### config.mk
export PLATFORM = sky130hd
export DESIGN_NAME = irqc_lbus_ctrl
export DESIGN_NICKNAME = d
export VERILOG_FILES = /design/src/rtl/irqc_pkg.sv /design/src/rtl/irqc_src_capture.sv /design/src/rtl/irqc_lowest_enc.sv /design/src/rtl/irqc_regport.sv /design/src/rtl/irqc_lbus_ctrl.sv
export SDC_FILE = /design/constraint.sdc
export NUM_CORES = 1
export LEC_CHECK = 0
export ABC_AREA = 0
export ABC_CLOCK_PERIOD_IN_PS = 1810
export BUFFER_PORTS_ARGS = -buffer_cell sky130_fd_sc_hd__buf_2
export CORE_UTILIZATION = 30
export DETAILED_ROUTE_END_ITERATION = 8
export GPL_TIMING_DRIVEN = 1
export HOLD_SLACK_MARGIN = 0.15
export PLACE_DENSITY = 0.62
export SLEW_MARGIN = 20
export SYNTH_ARGS = -nofsm -noshare
export SYNTH_HDL_FRONTEND = slang
export SYNTH_SLANG_ARGS = --single-unit
### constraint.sdc
create_clock -name clk -period 1.81 [get_ports clk]
set_input_delay 0.2715 -clock clk [delete_from_list [all_inputs] [get_ports clk]]
set_output_delay 0.2715 -clock clk [all_outputs]
set_load 0.02 [all_outputs]
### src/rtl/irqc_pkg.sv
package irqc_pkg;

  typedef enum logic [1:0] {
    ACC_BYTE = 2'd0,
    ACC_HALF = 2'd1,
    ACC_WORD = 2'd2,
    ACC_NONE = 2'd3
  } acc_size_e;

  localparam int unsigned REG_W  = 16;
  localparam int unsigned BUS_W  = 32;
  localparam int unsigned OFS_VEC  = 0;
  localparam int unsigned OFS_MASK = 2;

endpackage

### src/rtl/irqc_src_capture.sv
module irqc_src_capture #(
  parameter int unsigned N = 16
) (
  input  logic         clk,
  input  logic         rst_n,
  input  logic [N-1:0] lines_i,
  output logic [N-1:0] src_o
);

  logic [N-1:0] src_d;
  logic [N-1:0] src_q;

  always_comb begin
    src_d = lines_i;
  end

  always_ff @(posedge clk or negedge rst_n) begin
    if (!rst_n) begin
      src_q <= '0;
    end else begin
      src_q <= src_d;
    end
  end

  assign src_o = src_q;

endmodule

### src/rtl/irqc_lowest_enc.sv
module irqc_lowest_enc #(
  parameter int unsigned N   = 16,
  parameter int unsigned VW  = 16
) (
  input  logic [N-1:0]  pend_i,
  output logic [VW-1:0] vec_o
);

  logic [N-1:0] lowest;
  logic [N-1:0] below_any;

  generate
    for (genvar g = 0; g < N; g++) begin : g_iso
      if (g == 0) begin : g_first
        assign below_any[g] = 1'b0;
      end else begin : g_rest
        assign below_any[g] = below_any[g-1] | pend_i[g-1];
      end
      assign lowest[g] = pend_i[g] & ~below_any[g];
    end
  endgenerate

  always_comb begin
    vec_o = '0;
    for (int i = 0; i < N; i++) begin
      if (lowest[i]) begin
        vec_o = vec_o | VW'((i + 1) << 2);
      end
    end
  end

endmodule

### src/rtl/irqc_regport.sv
module irqc_regport
  import irqc_pkg::*;
#(
  parameter int unsigned N  = 16,
  parameter int unsigned AW = 12
) (
  input  logic             clk,
  input  logic             rst_n,
  input  logic             acc_valid,
  input  logic             acc_write,
  input  acc_size_e        acc_size,
  input  logic [AW-1:0]    acc_addr,
  input  logic [BUS_W-1:0] acc_wdata,
  input  logic [REG_W-1:0] vec_i,
  output logic [N-1:0]     mask_o,
  output logic [BUS_W-1:0] rd_data_o
);

  localparam logic [AW-1:0] A_VEC  = AW'(OFS_VEC);
  localparam logic [AW-1:0] A_MASK = AW'(OFS_MASK);
  localparam logic [AW-1:0] A_STEP = AW'(2);

  logic [N-1:0]     mask_q;
  logic [N-1:0]     mask_d;
  logic             mask_en;
  logic [REG_W-1:0] mask16;
  logic [REG_W-1:0] mask_new16;
  logic [BUS_W-1:0] rd_q;
  logic [BUS_W-1:0] rd_d;
  logic             rd_en;
  logic [AW-1:0]    a_lo;
  logic [AW-1:0]    a_hi;
  logic [AW-1:0]    a_even;
  logic [REG_W-1:0] h_even;
  logic [REG_W-1:0] h_lo;
  logic [REG_W-1:0] h_hi;

  function automatic logic [REG_W-1:0] word_at(
    input logic [AW-1:0]    a,
    input logic [REG_W-1:0] vec,
    input logic [REG_W-1:0] msk
  );
    logic [REG_W-1:0] r;
    if (a == A_VEC) begin
      r = vec;
    end else if (a == A_MASK) begin
      r = msk;
    end else begin
      r = '0;
    end
    return r;
  endfunction

  assign mask16 = REG_W'(mask_q);
  assign a_lo   = acc_addr;
  assign a_hi   = acc_addr + A_STEP;
  assign a_even = {acc_addr[AW-1:1], 1'b0};

  assign h_even = word_at(a_even, vec_i, mask16);
  assign h_lo   = word_at(a_lo, vec_i, mask16);
  assign h_hi   = word_at(a_hi, vec_i, mask16);

  // read path: assemble the response from 16-bit word reads
  always_comb begin
    rd_en = acc_valid & ~acc_write;
    rd_d  = rd_q;
    if (rd_en) begin
      unique case (acc_size)
        ACC_BYTE: rd_d = acc_addr[0] ? BUS_W'(h_even[15:8]) : BUS_W'(h_even[7:0]);
        ACC_HALF: rd_d = BUS_W'(h_lo);
        ACC_WORD: rd_d = {h_hi, h_lo};
        default:  rd_d = '0;
      endcase
    end
  end

  // write path: merge narrow writes into the current mask word
  always_comb begin
    mask_en    = 1'b0;
    mask_new16 = mask16;
    if (acc_valid && acc_write) begin
      unique case (acc_size)
        ACC_BYTE: begin
          if (a_even == A_MASK) begin
            mask_en    = 1'b1;
            mask_new16 = acc_addr[0] ? {acc_wdata[7:0], mask16[7:0]}
                                     : {mask16[15:8], acc_wdata[7:0]};
          end
        end
        ACC_HALF: begin
          if (a_lo == A_MASK) begin
            mask_en    = 1'b1;
            mask_new16 = acc_wdata[15:0];
          end
        end
        ACC_WORD: begin
          if (a_lo == A_MASK) begin
            mask_en    = 1'b1;
            mask_new16 = acc_wdata[15:0];
          end else if (a_hi == A_MASK) begin
            mask_en    = 1'b1;
            mask_new16 = acc_wdata[31:16];
          end
        end
        default: begin
          mask_en    = 1'b0;
          mask_new16 = mask16;
        end
      endcase
    end
    mask_d = mask_new16[N-1:0];
  end

  always_ff @(posedge clk or negedge rst_n) begin
    if (!rst_n) begin
      mask_q <= '0;
    end else if (mask_en) begin
      mask_q <= mask_d;
    end
  end

  always_ff @(posedge clk or negedge rst_n) begin
    if (!rst_n) begin
      rd_q <= '0;
    end else if (rd_en) begin
      rd_q <= rd_d;
    end
  end

  assign mask_o    = mask_q;
  assign rd_data_o = rd_q;

endmodule

### src/rtl/irqc_lbus_ctrl.sv
module irqc_lbus_ctrl
  import irqc_pkg::*;
#(
  parameter int unsigned N  = 16,
  parameter int unsigned AW = 12
) (
  input  logic             clk,
  input  logic             rst_n,
  input  logic [N-1:0]     irq_lines,
  input  logic             acc_valid,
  input  logic             acc_write,
  input  logic [1:0]       acc_size,
  input  logic [AW-1:0]    acc_addr,
  input  logic [BUS_W-1:0] acc_wdata,
  output logic [BUS_W-1:0] rd_data,
  output logic             irq_out
);

  logic [1:0]       rst_pipe;
  logic             rst_sync_n;
  logic [N-1:0]     src_q;
  logic [N-1:0]     mask_q;
  logic [N-1:0]     pend;
  logic [REG_W-1:0] vec;

  // asynchronous assert, synchronous release
  always_ff @(posedge clk or negedge rst_n) begin
    if (!rst_n) begin
      rst_pipe <= 2'b00;
    end else begin
      rst_pipe <= {rst_pipe[0], 1'b1};
    end
  end
  assign rst_sync_n = rst_pipe[1];

  irqc_src_capture #(.N(N)) u_src (
    .clk     (clk),
    .rst_n   (rst_sync_n),
    .lines_i (irq_lines),
    .src_o   (src_q)
  );

  assign pend = src_q & mask_q;

  irqc_lowest_enc #(.N(N), .VW(REG_W)) u_enc (
    .pend_i (pend),
    .vec_o  (vec)
  );

  irqc_regport #(.N(N), .AW(AW)) u_port (
    .clk       (clk),
    .rst_n     (rst_sync_n),
    .acc_valid (acc_valid),
    .acc_write (acc_write),
    .acc_size  (acc_size_e'(acc_size)),
    .acc_addr  (acc_addr),
    .acc_wdata (acc_wdata),
    .vec_i     (vec),
    .mask_o    (mask_q),
    .rd_data_o (rd_data)
  );

  assign irq_out = |pend;

endmodule

=== After elaboration in Yosys (flattened, before gate mapping) ===
Index checks and enable logic that the tools add are counted.

* Add/sub/neg operators: 1
* Bitwise logic cells: 47
* Reductions and logical operators: 9
* Eq/ne operators: 10
* Muxes and demuxes: 36

{| class="wikitable"
|+ Operator list
! cell !! count
|-
| 16-bit two-way mux || 11
|-
| 32-bit one-hot mux with 3 select lines || 1
|-
| 6-bit two-way mux || 8
|-
| 16-bit one-hot mux with 3 select lines || 1
|-
| 12-bit logical NOT || 3
|-
| 12-bit by 2-bit equality test with 1-bit output (second input constant) || 2
|-
| 5-bit two-way mux || 4
|-
| 1-bit bitwise AND || 16
|-
| 16-bit bitwise AND || 1
|-
| 1-bit inverter || 16
|-
| 16-bit OR reduction || 1
|-
| 1-bit bitwise OR || 14
|-
| 7-bit AND reduction || 2
|-
| 12-bit by 2-bit adder with 12-bit output (second input constant) || 1
|-
| 11-bit by 1-bit equality test with 1-bit output (second input constant) || 1
|-
| 4-bit two-way mux || 2
|-
| 8-bit two-way mux || 1
|-
| 7-bit two-way mux || 1
|-
| 1-bit two-way mux || 5
|-
| 2-bit by 1-bit != test with 1-bit output (second input constant) || 2
|-
| 2-bit != test (second input constant) || 2
|-
| 3-bit two-way mux || 1
|-
| 3-bit by 1-bit != test with 1-bit output (second input constant) || 1
|-
| 1-bit one-hot mux with 3 select lines || 1
|-
| 5 further kinds || 5
|}

* Input port bits: 66
* Flip-flop bits (word level): 66
* Logic and storage cells: 108
* Output and inout bits: 33

=== Longest topological paths before layout ===
Gate-level depths: netlist of run 1.

* Depth after elaboration: 21
* Mapped depth: 10
* Depth with buffers taken out: 8

=== By module ===
A second synthesis of run 1 with hierarchy kept.

* Cells, all modules: 386
* Area total of the unflattened synthesis: 3,862.5 um^2

{| class="wikitable"
|+ By module, submodules not included
! module !! instances !! sequential area each (um^2) !! area an instance (um^2) !! cells each
|-
| irqc_regport || 1 || 1,201.2 || 2,994.1 || 305
|-
| irqc_src_capture || 1 || 400.4 || 400.4 || 16
|-
| irqc_lowest_enc || 1 || 0.0 || 274.0 || 41
|-
| irqc_lbus_ctrl || 1 || 50.0 || 193.9 || 24
|}

=== Least setup slack after synthesis of run 1 ===
No wires, ideal clock.

* Kind: input port to flip-flop
* Start: input port acc_addr[1]
* End: register u_port.mask_q[0] (netlist: u_port.mask_o[0])
* Slack: -807 ps
* Path buffers: 1
* Stages on the path: 9
* Required time: 1,685 ps
* Data arrival time: 2,492 ps
* Setup time: 125 ps
* Path through: buf_1 > clkinv_1 > ha_1 > nor2_1 > o211ai_1 > nor4_1 > a21oi_2 > nor3b_4 > mux2_2

* Cells in the longest elaborated chain, start to end: 7
* Elaborated cells between the ends (all ways): 16
* Classes of those cells: add/sub: 1; eq/ne: 6; mux: 8; reduce/logical: 1

{| class="wikitable"
|+ RTL lines
! what !! RTL line !! RTL
|-
| start: declaration || irqc_lbus_ctrl.sv:13 || <nowiki>input logic [AW-1:0] acc_addr,</nowiki>
|-
| 12-bit by 2-bit adder with 12-bit output || irqc_regport.sv:56 || <nowiki>assign a_hi = acc_addr + A_STEP;</nowiki>
|-
| 12-bit by 2-bit equality test with 1-bit output || irqc_regport.sv:100 || <nowiki>end else if (a_hi == A_MASK) begin</nowiki>
|-
| 1-bit two-way mux || irqc_regport.sv:100 ||
|-
| 1-bit two-way mux || irqc_regport.sv:97 || <nowiki>if (a_lo == A_MASK) begin</nowiki>
|-
| 1-bit one-hot mux with 3 select lines || irqc_regport.sv:82 || <nowiki>unique case (acc_size)</nowiki>
|-
| 1-bit two-way mux || irqc_regport.sv:81 || <nowiki>if (acc_valid && acc_write) begin</nowiki>
|-
| 7-bit AND reduction (no source line) || n/a ||
|-
| end signal: assignment || irqc_regport.sv:118 || <nowiki>mask_q <= mask_d;</nowiki>
|-
| end: declaration || irqc_regport.sv:23 || <nowiki>logic [N-1:0] mask_q;</nowiki>
|}

Several ways; a longest one is shown, not always the timed one.
A chain may end at the register's enable or synchronous reset.

=== Worst setup path in the final report of run 1 ===
* Start: input port acc_addr[7]
* End: register u_port.mask_q[4] (netlist: u_port.mask_o[4])

The elaborated chain is that of the path after synthesis.

==> impl_metrics.py, run 1 <==
metrics = {
    "logic_synthesis": {
        "avgSynthCellArea_um2": 10.1,
        "ys_warn_count": 0,
        "synth_seq_cells": 66,
        "seq_area_frac_synth_pct": 44.9,
        "synth_cell_type_count": 60,
        "syn_inst": 366,
        "synth-edff-count": 0,
        "synth_fp_nets": 439,
        "synth_area_um2": 3680,
        "synth_flop_cell": "dfrtp_1",
        "synthArstFlopShare_pct": 100,
    },
    "layout": {
        "multi_input_comb_area_um2": 2220,
        "antenna_cells": 0,
        "drive_gt1_share_pct": 47.0,
        "utilization_pct": 48.4,
        "fillCellCount": 1113,
        "ff_latch_area_um2": 1650,
        "nNetsFinal": 627,
        "area_growth_pct": 57.4,
        "layout_common_cells": "94 x buf_2, 66 x buf_4, 65 x dfrtp_1",
        "final_common_cell": "buf_2",
    },
    "timing": {
        "skew_ns": 0.00488,
        "setup_tns_ns": -6.77,
        "slew_viol_final": 0,
        "max_freq_ghz": 0.464,
        "setup_viol_count_final": 35,
        "fin_ws_ns": -0.346,
        "rsz0062_at_grt": "true",
        "hold_viol": 0,
        "period_minus_slack_ns": 2.16,
        "fin_crit_sh_pct": 119,
    },
    "floorplanning": {
        "row_count": 40,
        "die_h_um": 113,
        "die_w_um": 113,
        "ios": 99,
        "start_util_pct": 30.8,
        "coreArea_um2": 12000,
        "dieArea_um2": 12700,
    },
    "power_and_ir_drop": {
        "p_per_area_nw_per_um2": 849,
        "power_leakage_uw": 0.00272,
        "power.sequential.fraction_pct": 35.0,
        "p_int_uw": 3430,
        "p_comb_share_pct": 30.3,
        "p_sw_share_pct": 30.2,
        "p_switching_uw": 1490,
        "p_clk_share_pct": 34.7,
        "ir_worst_vdd_v": 0.000520,
    },
    "route": {
        "drc": 0,
        "via_per_inst": 5.36,
        "dr_total_vias": 3783,
        "ant_nets": 0,
        "drt_iter0_drc": 234,
        "routed_wl_mm": 12.7,
        "wire_per_inst_um": 18.0,
        "drtPass1Iterations": 4,
    },
    "clocking": {
        "clk_latency_ns": 0.33,
        "clk_pin_slew_ns": 0.05,
        "numCtsBuffers": 9,
        "clkSinkCount": 66,
        "cts_root_buffer": "clkbuf_16",
        "cts_tree": "done",
        "cts.path.max_buffers": 2,
        "htreeDepth": 3,
    },
    "grt": {
        "met2_usage_pct": 34.6,
        "grt.total_usage_pct": 20.6,
        "grt_antenna_before_repair": 0,
        "grt_pass1_vias": 3786,
        "grt_overflow_total": 0,
        "grt_pass1_wl_mm": 20.1,
        "grt_max_degree": 65,
        "gr-max-usage-layer": "met2",
        "grt_use_met1_pct": 26.6,
        "met3_usage_pct": 3.43,
    },
    "worst_setup_path": {
        "endpoint_kind": "flop",
        "crit_required_ns": 2.02,
        "start_kind": "input pin",
        "path_class": "in2reg",
        "crit_path_start": "acc_addr[7]",
        "crit_arrival_ns": 2.36,
        "worstReg2RegStart": "u_src.src_o[0]$_DFF_PN0_",
        "crit_path_max_fanout": 8,
    },
    "min_path": {
        "hp-class": "in2async",
    },
    "place": {
        "dp_hpwl_mm": 9.41,
        "place_congestion": 0.861,
        "place_ws_ns": -0.842,
        "io_buffer_count": 98,
    },
    "flow_run": {
        "cap_violations": 0,
    },
    "outcome": {
        "violations": "negative setup slack",
        "status": "complete, but fails checks",
    },
}
[synth_stat cells (3+ instances only)]
library cell	count	area (um^2)
a32oi_1	7	61.3
clkbuf_1	13	48.8
a32o_1	5	50.1
mux2i_1	13	130
nor2_1	10	37.5
nand3_1	10	50.1
nand2_1	46	173
a21oi_1	20	100
a31oi_1	4	25.0
a311oi_1	7	61.3
a22oi_1	14	105
nor4b_1	3	26.3
mux2_2	17	191
dfrtp_1	66	1650
inv_1	6	22.5
or4_4	3	33.8
o211ai_1	7	52.6
o21ai_0	30	150
and3_1	9	56.3
nor3_1	4	20.0
a22o_1	14	123
ha_1	7	87.6
nand2b_1	5	31.3
[path summary, 6_finish.rpt]
path                                                        end  slack [ns]  cells after the start
min in group clk                          rst_pipe[1]$_DFF_PN0_        0.35                      0
max in group asynchronous         u_port.mask_o[14]$_DFFE_PN0P_        1.26                      1
worst max-delay path               u_port.mask_o[4]$_DFFE_PN0P_       -0.35                      7
worst min register to register         u_src.src_o[2]$_DFF_PN0_        0.27                      1
worst min-delay path                      rst_pipe[0]$_DFF_PN0_        0.27                      2
worst max register to register  u_port.rd_data_o[5]$_DFFE_PN0P_       -0.17                      9
[power groups by stage]
stage	combinational (uW)	sequential, uW	clock [uW]
floorplan	547	1760	0
global placement	1230	1740	0
detailed placement	1250	1740	0
CTS	1410	1720	1740
global route	1590	1730	1790
finish	1490	1720	1710
[layer usage]
| layer | vias up | share of wire [%] |
|---|---|---|
| li1 | 1780 | - |
| met1 | 1878 | 43 |
| met2 | 111 | 51 |
| met3 | 14 | 4.5 |
| met5 | - | 0 |
| met4 | 0 | 1.3 |
[registers in the layout, summed over array words and instances (netlist names)]
register          count
u_src.src_o          16
u_port.mask_o        16
u_port.rd_data_o     32
rst_pipe              2
[worst max-delay path, cell delays in order]
cell	delay [ns]
buf_6	0.09
or4_4	0.56
or4_4	0.55
a21oi_4	0.17
nor3b_4	0.24
buf_12	0.17
mux2_4	0.31
[cell families (layout without fill, tap and decap cells)]
logic type,Yosys count,count (layout),share of synthesized area (%)
multiplexers,30,30,8.74
AO/OA/AOI/OAI,124,124,23.8
AND/OR/NAND/NOR,109,109,16.4
adder cells (fa/ha/maj),7,7,2.38
other,1,1,0.102
flip-flops,66,66,44.9
XOR/XNOR,3,3,0.714
buffers and inverters,26,219,2.96
[repair_timing]
action / 4_1_cts / 5_1_grt
setup buffers: 5 / 6
endpoints found under the setup margin: 40 / 40
hold buffers: 17 / 0
pin swaps: 27 / 23
gates cloned: 1 / 0
hold endpoints to repair: 18 / 0
resized for setup: 53 / 44
[cell type report]
| class | instances | area share, % |
|---|---|---|
| clock inverter | 5 | 0.929 |
| tap | 147 | 3.18 |
| inverter | 7 | 0.540 |
| sequential | 66 | 28.5 |
| multi-input combinational | 274 | 38.4 |
| clock buffer | 11 | 4.19 |
| timing repair buffer | 196 | 24.2 |
[per-stage QoR]
| stage | area [um^2] | hold WS, ns | std cells | total power (uW) |
|---|---|---|---|---|
| floorplan | 3730 | -0.0241 | 366 | 2310 |
| global placement | 4880 | 0.0562 | 662 | 2970 |
| detailed placement | 4880 | 0.0570 | 662 | 2990 |
| CTS | 5590 | 0.244 | 700 | 4860 |
| global route | 5790 | 0.266 | 706 | 5120 |
| finish | 5790 | 0.265 | 706 | 4920 |
Note: power is estimated with default switching activity, not from simulation.
==> run 2: changes to the inputs <==
Settings changed: BUFFER_PORTS_ARGS -buffer_cell sky130_fd_sc_hd__buf_2 to not set, DONT_BUFFER_PORTS set to 1, HOLD_SLACK_MARGIN 0.15 to not set, PLACE_DENSITY 0.62 to 0.55, SETUP_SLACK_MARGIN set to 0.02.
==> run 2 against run 1 <==
Against the previous run: the flow still finishes with violations (negative setup slack); sequential cell count unchanged; clock skew increased by 0.0055 ns; global-route usage shrank 1.2 points; critical endpoint is now u_port.mask_o[12]$_DFFE_PN0P_; sequential share of layout area is 4.2 points higher; hold slack got worse by 0.14 ns; die area unchanged.
==> impl_metrics.py, run 2 (synthesized netlist as in run 1, its figures left out) <==
metrics = {
    "outcome": {
        "status": "complete, but fails checks",
        "violations": "negative setup slack",
    },
    "floorplanning": {
        "die_w_um": 113,
        "start_util_pct": 30.8,
        "row_count": 40,
        "dieArea_um2": 12700,
        "coreArea_um2": 12000,
        "ios": 99,
        "die_h_um": 113,
    },
    "layout": {
        "nNetsFinal": 513,
        "layout_common_cells": "65 x dfrtp_1, 55 x buf_4, 44 x nand2_1",
        "fillCellCount": 1127,
        "drive_gt1_share_pct": 31.0,
        "utilization_pct": 42.2,
        "instances_no_fill": 592,
        "ff_latch_area_um2": 1650,
        "antenna_cells": 0,
        "largest_reg_flops": 32,
        "area_growth_pct": 37.3,
        "multi_input_comb_area_um2": 2150,
        "final_common_cell": "dfrtp_1",
    },
    "worst_setup_path": {
        "crit_path_max_fanout": 8,
        "crit_required_ns": 2.03,
        "endpoint_kind": "flop",
        "path_class": "in2reg",
        "reg2reg_slack_ns": -0.13,
        "start_kind": "input pin",
        "crit_arrival_ns": 2.29,
    },
    "timing": {
        "finalHoldWorstSlack_ns": 0.128,
        "setup_tns_ns": -4.80,
        "fin_ws_ns": -0.259,
        "rsz0062_at_grt": "true",
        "skew_ns": 0.0104,
        "setup_viol_count_final": 26,
        "fin_crit_sh_pct": 114,
        "hold_viol": 0,
        "slew_viol_final": 0,
        "max_freq_ghz": 0.483,
        "period_minus_slack_ns": 2.07,
    },
    "grt": {
        "grt_antenna_before_repair": 0,
        "grt_pass1_wl_mm": 18.7,
        "grt_max_degree": 65,
        "grt.total_usage_pct": 19.4,
        "grt_pass1_vias": 3360,
        "grt_overflow_total": 0,
    },
    "power_and_ir_drop": {
        "power_leakage_uw": 0.00216,
        "p_switching_uw": 1480,
        "p_clk_share_pct": 35.9,
        "p_per_area_nw_per_um2": 949,
        "finalPower_uw": 4790,
        "p_comb_share_pct": 28.3,
        "p_int_uw": 3320,
        "p_sw_share_pct": 30.8,
        "power.sequential.fraction_pct": 35.9,
        "ir_worst_vdd_v": 0.000751,
    },
    "clocking": {
        "cts.path.max_buffers": 2,
        "numCtsBuffers": 9,
        "htreeDepth": 3,
        "cts_root_buffer": "clkbuf_16",
        "cts_tree": "done",
        "clk_latency_ns": 0.34,
        "clk_pin_slew_ns": 0.06,
        "clkSinkCount": 66,
    },
    "route": {
        "ant_nets": 0,
        "dr_total_vias": 3376,
        "wire_per_inst_um": 20.1,
        "drc": 0,
        "via_per_inst": 5.70,
        "routed_wl_mm": 11.9,
        "drtPass1Iterations": 5,
        "drt_iter0_drc": 178,
    },
    "min_path": {
        "hp-class": "in2reg",
    },
    "place": {
        "io_buffer_count": 0,
        "place_congestion": 0.893,
        "dp_hpwl_mm": 8.98,
        "dp.cells": 554,
    },
    "flow_run": {
        "cap_violations": 0,
    },
}
==> run 2: cell count changes in the layout (fill, tap and decap cells not counted), sizes merged <==
cell      previous run  this run
buf                179        64
clkbuf              11        10
clkinv               5         6
clkinvlp             0         1
==> run 2: cell type report <==
| cell class | count | area share [%] |
|---|---|---|
| clock buffers | 9 | 4.46 |
| well taps | 147 | 3.64 |
| multi-input cells | 274 | 42.5 |
| flip-flops and latches | 66 | 32.7 |
| repair buffers | 82 | 14.7 |
| inverters | 7 | 0.619 |
| clock inverters | 7 | 1.39 |
==> run 2: power groups by stage <==
stage / registers, uW / logic [uW] / clock network [uW]
2_1_floorplan: 1760 / 554 / 0
3_3_place_gp: 1730 / 1120 / 0
3_5_place_dp: 1730 / 1150 / 0
4_1_cts: 1710 / 1270 / 1740
5_1_grt: 1730 / 1450 / 1830
6_report: 1720 / 1360 / 1720
==> run 2: repair_timing <==
| item | in CTS | in global routing |
|---|---|---|
| setup endpoints to repair | 27 | 35 |
| hold buffers | 17 | 0 |
| setup buffers | 2 | 3 |
| hold endpoints to repair | 18 | 0 |
| pin swaps | 17 | 12 |
| gates resized for setup | 30 | 22 |
| cloned | 0 | 1 |
==> run 2: per-layer routing <==
layer	vias to the layer above	track usage [%]	part of all wire (%)
met5	-	0	0
met4	0	6.40	1.5
met3	19	4.87	6.5
met2	125	31.5	49
met1	1680	25.2	43
li1	1552	-	-
==> run 2: worst max-delay path, stage by stage <==
cell	delay, ns
or4_4	0.54
or4_4	0.59
nand2_4	0.09
a21oi_4	0.05
buf_12	0.13
nor2_4	0.25
mux2_2	0.38
==> run 2: worst paths after layout <==
path / end / start / cells after the start
setup / recovery: u_port.mask_o[12]$_DFFE_PN0P_ / acc_addr[11] / 7
hold / removal: u_port.rd_data_o[19]$_DFFE_PN0P_ / acc_addr[1] / 2
setup reg to reg: u_port.rd_data_o[2]$_DFFE_PN0P_ / u_port.mask_o[0]$_DFFE_PN0P_ / 8
hold reg to reg: u_port.rd_data_o[28]$_DFFE_PN0P_ / rst_pipe[1]$_DFF_PN0_ / 1
max in group asynchronous: u_port.mask_o[3]$_DFFE_PN0P_ / rst_pipe[1]$_DFF_PN0_ / 1
min in group asynchronous: rst_pipe[0]$_DFF_PN0_ / rst_n / 1
==> run 2: metrics by stage <==
stage / cell area, um^2 / setup slack (ns)
finish: 5050 / -0.259
global route: 5050 / -0.324
CTS: 4920 / -0.252
detailed placement: 4330 / -0.717
global placement: 4330 / -0.747
floorplan: 3740 / -0.675
==> run 3: changes to the inputs <==
--- a/config.mk
+++ b/config.mk
@@ -11,5 +11,5 @@
 export DETAILED_ROUTE_END_ITERATION = 8
 export DONT_BUFFER_PORTS = 1
-export GPL_TIMING_DRIVEN = 1
+export GPL_TIMING_DRIVEN = 0
 export PLACE_DENSITY = 0.55
 export SETUP_SLACK_MARGIN = 0.02
==> constraint.sdc (replaced) <==
create_clock -name clk -period 1.81 [get_ports clk]
set_input_delay 0.0905 -clock clk [delete_from_list [all_inputs] [get_ports clk]]
set_output_delay 0.0905 -clock clk [all_outputs]
set_load 0.02 [all_outputs]
==> run 3 against run 2 <==
Against the previous run: the flow still finishes with violations (negative setup slack); hold slack got worse by 0.078 ns; final cell count fell by 5.7%; clock-buffer cell count rose by 1; maximum frequency rose by 7.2%; clock skew fell by 0.0056 ns; worst setup slack improved by 0.14 ns; sequential power rose by 9.9%; clock power rose by 9%; via count fell by 7.3%; global-route usage fell by 0.58 points; cell area fell by 6.1%; register-to-register slack barely moved; critical endpoint is now u_port.rd_data_o[5]$_DFFE_PN0P_; largest cell class unchanged; largest power group unchanged.
==> impl_metrics.py, run 3 (synthesized netlist as in run 1, its figures left out) <==
metrics = {
    "worst_setup_path": {
        "reg2reg_slack_ns": -0.12,
        "crit_required_ns": 2.05,
        "endpoint_kind": "flop",
        "start_kind": "flop",
        "cp_num_buf_inv": 0,
        "critPathTopFamily": "compound AO/OA/AOI/OAI gates",
        "cpMaxStageDelayCell": "dfrtp_1",
        "max_stage_delay_ns": 0.46,
        "worstPathCellList": "a22oi_1 > nand3_1 > a31oi_1 > a22o_1 > a21oi_1 > o21ai_0",
        "path_class": "reg2reg",
        "crit_path_max_fanout": 6,
        "crit_arrival_ns": 2.17,
    },
    "floorplanning": {
        "coreArea_um2": 12000,
        "die_w_um": 113,
        "die_h_um": 113,
        "ios": 99,
        "row_count": 40,
        "start_util_pct": 30.8,
        "dieArea_um2": 12700,
    },
    "layout": {
        "nNetsFinal": 479,
        "final_common_cell": "dfrtp_1",
        "ff_latch_area_um2": 1670,
        "fillCellCount": 1174,
        "area_growth_pct": 29.0,
        "multi_input_comb_area_um2": 2110,
        "stdcell_area_um2": 4750,
        "layout_common_cells": "57 x dfrtp_1, 43 x nand2_1, 23 x o21ai_0",
        "drive_gt1_share_pct": 22.9,
        "largest_reg_flops": 32,
        "antenna_cells": 0,
    },
    "min_path": {
        "hp-class": "in2reg",
    },
    "timing": {
        "max_slew.worst_pin.slew_ns": 0.829,
        "skew_ns": 0.00480,
        "period_minus_slack_ns": 1.93,
        "hold_viol": 0,
        "fin_crit_sh_pct": 107,
        "max_freq_ghz": 0.518,
        "fin_ws_ns": -0.121,
        "relSlewSlack_pct": 44.7,
        "slew_viol_final": 0,
        "setup_viol_count_final": 23,
        "rsz0062_at_grt": "true",
    },
    "route": {
        "wire_per_inst_um": 20.9,
        "drt_iter0_drc": 141,
        "drtPass1Iterations": 4,
        "via_per_inst": 5.61,
        "ant_nets": 0,
        "routed_wl_mm": 11.7,
        "drc": 0,
        "dr_total_vias": 3131,
    },
    "grt": {
        "grt_pass1_vias": 3180,
        "grt_antenna_before_repair": 0,
        "grt_overflow_total": 0,
        "grt.total_usage_pct": 18.8,
        "grt_max_degree": 65,
        "grt_pass1_wl_mm": 18.1,
    },
    "outcome": {
        "status": "complete, but fails checks",
        "violations": "negative setup slack",
    },
    "clocking": {
        "clk_latency_ns": 0.32,
        "clk_pin_slew_ns": 0.06,
        "cts_root_buffer": "clkbuf_16",
        "numCtsBuffers": 9,
        "htreeDepth": 3,
        "cts_tree": "done",
        "cts.path.max_buffers": 2,
        "clkSinkCount": 66,
    },
    "power_and_ir_drop": {
        "ir_worst_vdd_v": 0.000544,
        "power_leakage_uw": 0.00195,
        "p_per_area_nw_per_um2": 991,
    },
    "place": {
        "place_area_um2": 3900,
        "io_buffer_count": 0,
        "place_ws_ns": -0.813,
        "place_congestion": 0.868,
        "dp_hpwl_mm": 8.71,
    },
    "flow_run": {
        "cap_violations": 0,
    },
}
==> run 3: cell count changes in the layout (fill, tap and decap cells not counted), moves of 4 or more <==
| cell | delta |
|---|---|
| a311oi_1 | +4 |
| a311oi_2 | -4 |
| buf_4 | -48 |
| clkbuf_1 | +10 |
| dfrtp_1 | -8 |
| dfrtp_2 | +7 |
| mux2_2 | -5 |
| mux2_4 | +5 |
==> run 3: metrics by stage <==
| step | total power, uW | hold WS (ns) | utilization, % | std cells | TNS [ns] |
|---|---|---|---|---|---|
| global placement | 2610 | -0.205 | 32.6 | 513 | -22.33 |
| global route | 4930 | 0.0387 | 39.7 | 558 | -2.75 |
| finish | 4700 | 0.0496 | 39.7 | 558 | -1.65 |
| CTS | 4690 | 0.0344 | 39.2 | 560 | -1.53 |
| floorplan | 2310 | -0.205 | - | 366 | -9.31 |
| detailed placement | 2620 | -0.205 | 32.6 | 513 | -22.97 |
==> run 3: report_power, final <==
part,internal [uW],leakage (uW),switching [uW]
logic,452,0.000944,484
clock network,1240,0.000159,632
registers,1610,0.000852,279
==> run 3: final cells by class <==
cell class	count	area share, %
Tap cell	147	3.88
Inverter	7	0.712
Multi-Input combinational cell	274	44.4
Clock inverter	6	1.90
Buffer	17	2.11
Timing Repair Buffer	31	6.88
Clock buffer	10	5.04
Sequential cell	66	35.1
==> run 3: worst paths after layout <==
kind | from | endpoint | cells past startpoint
max | u_port.mask_o[4]$_DFFE_PN0P_ | u_port.rd_data_o[5]$_DFFE_PN0P_ | 6
min | acc_write | u_port.rd_data_o[6]$_DFFE_PN0P_ | 2
max reg2reg | u_port.mask_o[4]$_DFFE_PN0P_ | u_port.rd_data_o[5]$_DFFE_PN0P_ | 6
min reg2reg | rst_pipe[0]$_DFF_PN0_ | rst_pipe[1]$_DFF_PN0_ | 0
max in group asynchronous | rst_pipe[1]$_DFF_PN0_ | u_port.mask_o[0]$_DFFE_PN0P_ | 0
min in group asynchronous | rst_pipe[1]$_DFF_PN0_ | u_src.src_o[6]$_DFF_PN0_ | 0
==> run 3: per-layer routing <==
metal	track usage [%]	vias up	share of wire [%]
met5	0	-	0
met4	4.53	0	0.21
met3	4.55	2	6.8
met2	30.2	110	48
met1	25.5	1536	45
li1	-	1483	-
==> run 3: worst reg2reg max path: stages, from the launching register on <==
cell and delay [ns]:
dfrtp_1 0.46, a22oi_1 0.38, nand3_1 0.24, a31oi_1 0.39
a22o_1 0.19, a21oi_1 0.04, o21ai_0 0.16
==> run 3: what timing repair did <==
action,CTS,global route
setup endpoints to repair,36,37
buffers inserted,13,0
cloned,0,0
hold buffers,18,0
gates resized for setup,43,26
pin swaps,16,11
endpoints found under the hold margin,18,0
